`src/rtl/adc_scan_pkg.sv`:
```
package adc_scan_pkg;
  typedef enum logic {
    SCAN_FREE = 1'b0,
    SCAN_TRIG = 1'b1
  } scan_mode_e;
endpackage

```
`src/rtl/adc_chan_pick.sv`:
```
// Finds the next selected channel at or above a pointer, wrapping to the
// lowest selected one, and reports the highest selected channel.
module adc_chan_pick #(
  parameter int NCH = 8,
  localparam int CW = (NCH > 1) ? $clog2(NCH) : 1
) (
  input  logic [NCH-1:0] mask,
  input  logic [CW-1:0]  ptr,
  output logic [CW-1:0]  nxt_chan,
  output logic [CW-1:0]  top_chan,
  output logic           any_en
);
  logic [CW-1:0] up_sel, lo_sel;
  logic          up_vld;

  always_comb begin
    up_sel   = '0;
    lo_sel   = '0;
    up_vld   = 1'b0;
    top_chan = '0;
    for (int i = NCH - 1; i >= 0; i--) begin
      if (mask[i] && (i >= int'(ptr))) begin
        up_sel = CW'(i);
        up_vld = 1'b1;
      end
      if (mask[i]) lo_sel = CW'(i);
    end
    for (int i = 0; i < NCH; i++) begin
      if (mask[i]) top_chan = CW'(i);
    end
  end

  assign nxt_chan = up_vld ? up_sel : lo_sel;
  assign any_en   = |mask;
endmodule

```
`src/rtl/adc_seq_ctrl.sv`:
```
// Run bit, scan pointer and the start/done handshake with the core.
module adc_seq_ctrl
  import adc_scan_pkg::*;
#(
  parameter int NCH = 8,
  localparam int CW = (NCH > 1) ? $clog2(NCH) : 1
) (
  input  logic           clk,
  input  logic           rst,
  input  logic [NCH-1:0] mask,
  input  logic           trig_mode,
  input  logic           single,
  input  logic           run_set,
  input  logic           run_clr,
  input  logic           trig,
  input  logic           conv_done,
  input  logic [CW-1:0]  nxt_chan,
  input  logic [CW-1:0]  top_chan,
  input  logic           any_en,
  output logic [CW-1:0]  ptr,
  output logic           conv_start,
  output logic [CW-1:0]  conv_chan,
  output logic           busy,
  output logic           run,
  output logic           wr_en
);
  scan_mode_e mode;
  logic       go;
  logic       fin;
  logic [CW-1:0] ptr_wrap;

  assign mode     = scan_mode_e'(trig_mode);
  assign fin      = busy && conv_done;
  assign go       = run && !busy && any_en && ((mode == SCAN_FREE) || trig);
  assign ptr_wrap = (conv_chan == CW'(NCH - 1)) ? '0 : conv_chan + 1'b1;
  assign wr_en    = fin;

  always_ff @(posedge clk) begin
    if (rst) begin
      run        <= 1'b0;
      busy       <= 1'b0;
      conv_start <= 1'b0;
      conv_chan  <= '0;
      ptr        <= '0;
    end else begin
      conv_start <= 1'b0;
      if (run_clr) begin
        run <= 1'b0;
      end else if (run_set && any_en) begin
        run <= 1'b1;
        ptr <= '0;
      end
      if (fin) begin
        busy <= 1'b0;
        ptr  <= ptr_wrap;
        if (single && (conv_chan == top_chan)) run <= 1'b0;
      end else if (go) begin
        busy       <= 1'b1;
        conv_start <= 1'b1;
        conv_chan  <= nxt_chan;
      end
    end
  end

  // an in-flight conversion is never dropped before its completion
  a_r6_inflight_holds: assert property (@(posedge clk) disable iff (rst)
    (busy && !conv_done) |=> busy);
  // no start is issued while a conversion is in flight
  a_r7_start_when_idle: assert property (@(posedge clk) disable iff (rst)
    conv_start |-> !$past(busy));
  // in triggered mode every start follows a trigger
  a_r7_trig_needed: assert property (@(posedge clk) disable iff (rst)
    (conv_start && $past(trig_mode)) |-> $past(trig));
  // an empty mask never yields a start
  a_r9_empty_mask: assert property (@(posedge clk) disable iff (rst)
    conv_start |-> ($past(mask) != '0));
  // completing the top channel in single-pass mode drops run
  a_r8_single_stop: assert property (@(posedge clk) disable iff (rst)
    (fin && single && (conv_chan == top_chan)) |=> !run);
endmodule

```
`src/rtl/adc_result_bank.sv`:
```
// Per-channel result storage with completion and overrun flags.
module adc_result_bank #(
  parameter int NCH = 8,
  parameter int DW  = 12,
  localparam int CW = (NCH > 1) ? $clog2(NCH) : 1
) (
  input  logic           clk,
  input  logic           rst,
  input  logic           wr_en,
  input  logic [CW-1:0]  wr_chan,
  input  logic [DW-1:0]  wr_data,
  input  logic           rd_stb,
  input  logic [CW-1:0]  rd_chan,
  output logic [DW-1:0]  rd_data,
  output logic           rd_done,
  output logic           rd_ovr,
  output logic [NCH-1:0] done,
  output logic [NCH-1:0] ovr,
  output logic           glb_done,
  output logic [CW-1:0]  last_chan
);
  logic [DW-1:0] mem [NCH];

  // Plain RAM: write port from the core, registered read port.
  always_ff @(posedge clk) begin
    if (wr_en) mem[wr_chan] <= wr_data;
    if (rd_stb) rd_data <= mem[rd_chan];
  end

  for (genvar c = 0; c < NCH; c++) begin : g_flag
    logic wr_hit, rd_hit;
    assign wr_hit = wr_en && (wr_chan == CW'(c));
    assign rd_hit = rd_stb && (rd_chan == CW'(c));

    always_ff @(posedge clk) begin
      if (rst) begin
        done[c] <= 1'b0;
        ovr[c]  <= 1'b0;
      end else if (wr_hit) begin
        done[c] <= 1'b1;
        ovr[c]  <= !rd_hit && (done[c] || ovr[c]);
      end else if (rd_hit) begin
        done[c] <= 1'b0;
        ovr[c]  <= 1'b0;
      end
    end

    // an overrun flag never stands without its done flag
    a_r4_ovr_has_done: assert property (@(posedge clk) disable iff (rst)
      ovr[c] |-> done[c]);
  end

  always_ff @(posedge clk) begin
    if (rst) begin
      rd_done   <= 1'b0;
      rd_ovr    <= 1'b0;
      glb_done  <= 1'b0;
      last_chan <= '0;
    end else begin
      if (rd_stb) begin
        rd_done <= done[rd_chan];
        rd_ovr  <= ovr[rd_chan];
      end
      if (wr_en) begin
        glb_done  <= 1'b1;
        last_chan <= wr_chan;
      end else if (rd_stb && (rd_chan == last_chan)) begin
        glb_done <= 1'b0;
      end
    end
  end

  // the global flag always points at a channel still marked done
  a_r10_glb_tracks: assert property (@(posedge clk) disable iff (rst)
    glb_done |-> done[last_chan]);
endmodule

```
`src/rtl/adc_scan_seq.sv`:
```
module adc_scan_seq #(
  parameter int NCH = 8,
  parameter int DW  = 12,
  localparam int CW = (NCH > 1) ? $clog2(NCH) : 1
) (
  input  logic           clk,
  input  logic           rst,
  input  logic [NCH-1:0] cfg_mask,
  input  logic           cfg_trig_mode,
  input  logic           cfg_single,
  input  logic [NCH-1:0] cfg_irq_en,
  input  logic           run_set,
  input  logic           run_clr,
  input  logic           trig,
  output logic           conv_start,
  output logic [CW-1:0]  conv_chan,
  input  logic           conv_done,
  input  logic [DW-1:0]  conv_data,
  input  logic           rd_stb,
  input  logic [CW-1:0]  rd_chan,
  output logic [DW-1:0]  rd_data,
  output logic           rd_done,
  output logic           rd_ovr,
  output logic [NCH-1:0] ch_done,
  output logic [NCH-1:0] ch_overrun,
  output logic           glb_done,
  output logic [CW-1:0]  last_chan,
  output logic           busy,
  output logic           run,
  output logic           irq
);
  logic [CW-1:0] ptr, nxt_chan, top_chan;
  logic          any_en, wr_en;

  adc_chan_pick #(.NCH(NCH)) u_pick (
    .mask     (cfg_mask),
    .ptr      (ptr),
    .nxt_chan (nxt_chan),
    .top_chan (top_chan),
    .any_en   (any_en)
  );

  adc_seq_ctrl #(.NCH(NCH)) u_ctrl (
    .clk        (clk),
    .rst        (rst),
    .mask       (cfg_mask),
    .trig_mode  (cfg_trig_mode),
    .single     (cfg_single),
    .run_set    (run_set),
    .run_clr    (run_clr),
    .trig       (trig),
    .conv_done  (conv_done),
    .nxt_chan   (nxt_chan),
    .top_chan   (top_chan),
    .any_en     (any_en),
    .ptr        (ptr),
    .conv_start (conv_start),
    .conv_chan  (conv_chan),
    .busy       (busy),
    .run        (run),
    .wr_en      (wr_en)
  );

  adc_result_bank #(.NCH(NCH), .DW(DW)) u_bank (
    .clk       (clk),
    .rst       (rst),
    .wr_en     (wr_en),
    .wr_chan   (conv_chan),
    .wr_data   (conv_data),
    .rd_stb    (rd_stb),
    .rd_chan   (rd_chan),
    .rd_data   (rd_data),
    .rd_done   (rd_done),
    .rd_ovr    (rd_ovr),
    .done      (ch_done),
    .ovr       (ch_overrun),
    .glb_done  (glb_done),
    .last_chan (last_chan)
  );

  always_ff @(posedge clk) begin
    if (rst) irq <= 1'b0;
    else     irq <= |(ch_done & cfg_irq_en);
  end

  // a rising interrupt always has a done flag behind it
  a_r5_irq_source: assert property (@(posedge clk) disable iff (rst)
    $rose(irq) |-> ($past(ch_done) != '0));
endmodule

```
`config.mk`:
```
export PLATFORM = sky130hd
export DESIGN_NAME = adc_scan_seq
export DESIGN_NICKNAME = d
export VERILOG_FILES = /design/src/rtl/adc_scan_pkg.sv /design/src/rtl/adc_chan_pick.sv /design/src/rtl/adc_seq_ctrl.sv /design/src/rtl/adc_result_bank.sv /design/src/rtl/adc_scan_seq.sv
export SDC_FILE = /design/constraint.sdc
export NUM_CORES = 1
export LEC_CHECK = 0
export CAP_MARGIN = 30
export CORE_UTILIZATION = 40
export DETAILED_ROUTE_END_ITERATION = 6
export PLACE_DENSITY = 0.64
export SLEW_MARGIN = 5
export SYNTH_ARGS = -nofsm -noshare
export SYNTH_HDL_FRONTEND = slang
export SYNTH_SLANG_ARGS = --single-unit
```
`constraint.sdc`:
```
create_clock -name clk -period 3.3 [get_ports clk]
set_input_delay 0.495 -clock clk [delete_from_list [all_inputs] [get_ports clk]]
set_output_delay 0.495 -clock clk [all_outputs]
set_load 0.02 [all_outputs]
```
### Word-level counts from Yosys, hierarchy flattened

Memories as Yosys holds them, arrays and structs flattened. A register that Yosys moved wholly into a read port is not among the register bits.
Index checks and enable logic that the tools add are counted.

* flip-flop bits (word level): 32
* memory bits (writable): 96
* input port bits: 40
* word-level logic and storage cells: 201
* memories kept: 1

Memory list
* u_bank.mem: depth 8, bits a word 12, rd ports 1, clocked after Yosys merged registers in 1, write ports 1, RTL line adc_result_bank.sv:22 `logic [DW-1:0] mem [NCH];`

* add/subtract/negate cells: 1
* $lt $le $gt $ge: 8
* equal/unequal tests: 17
* mux-type cells: 72
* bitwise logic cells: 3
* reductions and logical operators: 73

Operator list (number)
* $mux W3: 24
* $mux W1: 44
* $logic_and A1 B1 Y1: 38
* $eq A3 B3 Y1 const B: 8
* $reduce_bool A2 Y1: 10
* $reduce_or A8 Y1: 2
* $eq A3 B2 Y1 const B: 4
* $ge A3 B3 Y1 const A: 3
* $logic_not A1 Y1: 9
* $logic_or A1 B1 Y1: 9
* $and A8 B8 Y8: 1
* $bmux W1 S3: 2
* $eq A3 B1 Y1 const B: 2
* $eq A3 B3 Y1: 2
* $ge A1 B3 Y1 const A: 2
* $ge A2 B3 Y1 const A: 2
* $logic_not A3 Y1: 2
* $lt A3 B4 Y1 const B: 1
* $mux W2: 2
* $reduce_and A2 Y1: 2
* $add A3 B1 Y3 const B: 1
* $ne A2 B1 Y1 const B: 1
* $not A1 Y1: 2
* $reduce_or A2 Y1: 1

### Depth between registers and ports, before layout

* depth after elaboration: 11
* depth in mapped cells: 6

### Modules after synthesis

A second synthesis with hierarchy kept.

* cells, all modules: 369
* area total of the unflattened synthesis: 5813.1 um^2

Modules (own cells, without submodules)
* adc_result_bank: instances 1, cells an instance 267, area each 5039.8 um^2
* adc_seq_ctrl: instances 1, cells an instance 46, area each 435.4 um^2
* adc_chan_pick: instances 1, cells an instance 50, area each 279.0 um^2
* adc_scan_seq: instances 1, cells an instance 6, area each 58.8 um^2

### Worst setup path after synthesis

OpenSTA, ideal clock, no wires.

* path type: reg2reg
* start point: register u_ctrl.conv_chan[0]
* end point: memory u_bank.mem[3][0] (enable)
* setup time: 0.412 ns
* data arrival time: 2.095 ns
* required time: 2.888 ns
* path slack: 0.792 ns
* stages on the path, launching flop included: 3
* cells stage by stage: dfxtp_1 -> inv_1 -> nor4_1

RTL lines
* start: declaration: RTL line adc_seq_ctrl.sv:22 `output logic [CW-1:0] conv_chan,`
* start signal: assignment: RTL line adc_seq_ctrl.sv:60 `conv_chan <= nxt_chan;`
* end: declaration: RTL line adc_result_bank.sv:22

Straight into the memory's write port.

### Worst setup path in the final report

* start point: register u_ctrl.conv_chan[0]
* end point: output port conv_chan[0]

RTL lines
* end: declaration: RTL line adc_scan_seq.sv:16 `output logic [CW-1:0] conv_chan,`

No word-level cell between the ends.

==> results.py <==
metrics = {
    "synthesis": {
        "synth_nets": 424,
        "synth_top_area_share_pct": 56.0,
        "syn_inst": 378,
        "synth_edf_count": 108,
        "yosysUniqueCellTypes": 52,
        "async_flop_share_pct": 0,
        "yosys_most_used_dff": "edfxtp_1",
        "yosys.area.top_type": "edfxtp_1",
        "syn_area_per_cell_um2": 15.3,
        "synthesis.area_um2": 5790,
        "synth_area_leaders": "edfxtp_1, dfxtp_1, mux4_2",
        "seq_area_frac_synth_pct": 67.0,
        "yosys_warnings": 0,
        "ys_seq_elements": 140,
    },
    "clocking": {
        "clock_sinks": 140,
        "clock_path_buffers": 2,
        "cts_hold_buf": 0,
        "cts_setup_buffers": 0,
        "cts-buffers-inserted": 17,
        "clock-root-buffer": "clkbuf_16",
        "cts_tree": "done",
        "htree_levels": 4,
        "clock_latency_ns": 0.41,
        "clkTransAtPathRegs_ns": 0.06,
        "ctsResizeCount": 0,
    },
    "setup_path": {
        "slowest_delay_ns": 0.69,
        "critPathBufInv": 1,
        "cpMaxStageDelayCell": "clkdlybuf4s50_1",
        "crit_family": "buffers and inverters",
        "path_cells": "clkdlybuf4s50_1",
        "crit_required_ns": 2.80,
        "cp.arrival_ns": 1.69,
        "setup.worst_path.end_class": "primary output",
        "cp-start-kind": "register",
        "cp_max_fo": 10,
        "path_class": "register to primary output",
    },
    "routing": {
        "drt_pass1_iterations": 4,
        "vias": 3521,
        "routed_wl_mm": 12.3,
        "antenna_left": 0,
        "drt-initial-drc-count": 208,
        "drt-vias-per-instance": 5.29,
        "drc": 0,
        "wl_per_cell_um": 18.5,
    },
    "floorplanning": {
        "die_w_um": 122,
        "start_util_pct": 41.4,
        "num_rows": 43,
        "ios": 81,
        "die_area_um2": 15000,
        "core_um2": 14000,
        "die_h_um": 122,
    },
    "power_and_ir_drop": {
        "leakagePower_nw": 2.38,
        "p_per_area_nw_per_um2": 526,
        "peakVddDrop_mv": 0.377,
    },
    "timing": {
        "post-route-min-period_ns": 2.19,
        "holdWs_ns": 0.483,
        "finClkSkew_ns": 0.00666,
        "relSlewSlack_pct": 67.4,
        "setup_viol": 0,
        "worst_pin_slew_ns": 0.489,
        "rsz0062_at_grt": "false",
        "max_freq_ghz": 0.457,
        "worst_slack_ns": 1.11,
        "finalCritPeriodShare_pct": 66.3,
        "finalSetupTns_ns": 0,
        "final_max_slew_viol_count": 0,
        "hold_viol_final": 0,
    },
    "placement": {
        "dpl.hpwl_mm": 7.83,
        "portBuffers": 80,
        "finalWeightedCongestion": 0.843,
        "place_inst": 634,
        "preCtsSetupSlack_ns": 0.814,
    },
    "final_layout": {
        "syn_to_final_growth_pct": 27.7,
        "fillers": 1183,
        "drive_gt1_share_pct": 19.1,
        "fin_cells": 666,
        "diodes": 0,
        "fin_nets": 519,
    },
    "global_routing": {
        "grt_pass1_vias": 3580,
        "antenna_found_initial": 0,
        "grt_max_degree": 35,
        "grt_pass1_wl_mm": 19.2,
        "grt-ovfl-total": 0,
        "track_usage_pct": 17.7,
    },
    "status": {
        "status": "completed",
    },
    "job": {
        "cap_violations": 0,
    },
    "min_path": {
        "hp-class": "register to register",
    },
}
[Yosys cell counts (4+ instances only)]
cell type    n
edfxtp_1   108
dfxtp_1     32
mux4_2      28
a21oi_1     23
nand2_1     23
nor2_1      23
nor3_1      18
mux2_2      12
inv_1       11
clkbuf_1    10
a31oi_1      9
o21ai_0      9
nand2b_1     7
ha_1         6
a22oi_1      5
xnor2_1      5
buf_2        4
[report_power, final]
group          internal, mW  total [mW]  switching, mW
clock network          1.02        1.71          0.687
registers              1.92        1.93         0.0105
logic                 0.128       0.259          0.131
[cell families after synthesis]
logic type               count (synthesis)  share of synthesized area, %
flip-flops                             140                          67.0
AND/OR/NAND/NOR                         89                          7.71
AO/OA/AOI/OAI                           67                          7.45
multiplexers                            42                          13.6
buffers and inverters                   29                          2.18
adder cells (fa/ha/maj)                  6                          1.30
XOR/XNOR                                 5                         0.756
[routing by layer]
layer  share of wire, %  vias up  track usage, %
met4                1.8        0            7.77
li1                   -     1680               -
met3                3.5       19            3.21
met5                  0        -               0
met1                 42     1747            21.5
met2                 53       75            30.6
[final cells by class]
class	count	area [µm²]	share of cell area, %
Timing Repair Buffer	94	901	12.2
Sequential cell	140	3880	52.5
Clock inverter	14	105	1.42
Tap cell	180	225	3.05
Multi-Input combinational cell	209	1810	24.5
Clock buffer	18	429	5.80
Inverter	11	41.3	0.558
[worst paths after layout]
check | start | end | slack [ns] | depth (start not counted)
setup reg to reg | u_ctrl.conv_chan[0] | u_bank.mem[3][2] | 1.53 | 3
hold reg to reg | u_bank.last_chan[0] | u_bank.last_chan[0] | 0.48 | 2
setup / recovery | u_ctrl.conv_chan[0] | conv_chan[0] | 1.11 | 1
hold / removal | u_bank.last_chan[0] | u_bank.last_chan[0] | 0.48 | 2
[sequential cells by signal, indices dropped and copies added, names as in the netlist]
signal,cells
u_bank.done,8
u_bank.rd_done,1
u_ctrl.run,1
u_ctrl.busy,1
u_bank.glb_done,1
u_bank.last_chan,3
irq,1
u_ctrl.conv_start,1
u_bank.mem,96
u_bank.rd_ovr,1
u_bank.rd_data,12
u_ctrl.ptr,3
u_ctrl.conv_chan,3
u_bank.ovr,8
[per-stage QoR]
step | utilization, % | instance area [µm²] | power [mW]
detailed placement | 49.1 | 6860 | 2.23
global route | 52.9 | 7400 | 4.01
CTS | 52.9 | 7400 | 3.93
global placement | 49.1 | 6860 | 2.22
floorplan | - | 5790 | 2.09
finish | 52.9 | 7400 | 3.89
[layout by cell type (no fill, tap or decap), drive strengths merged, types with 9 or more instances in the layout]
cell type / instances
clkbuf: 18
mux2: 12
o21ai: 9
inv: 11
mux4: 28
clkinv: 10
a21oi: 24
edfxtp: 108
nand2: 23
nor2: 23
clkdlybuf4s50: 79
nor3: 18
dfxtp: 32
buf: 15
a31oi: 9
Power figures use the tool's default switching activity.
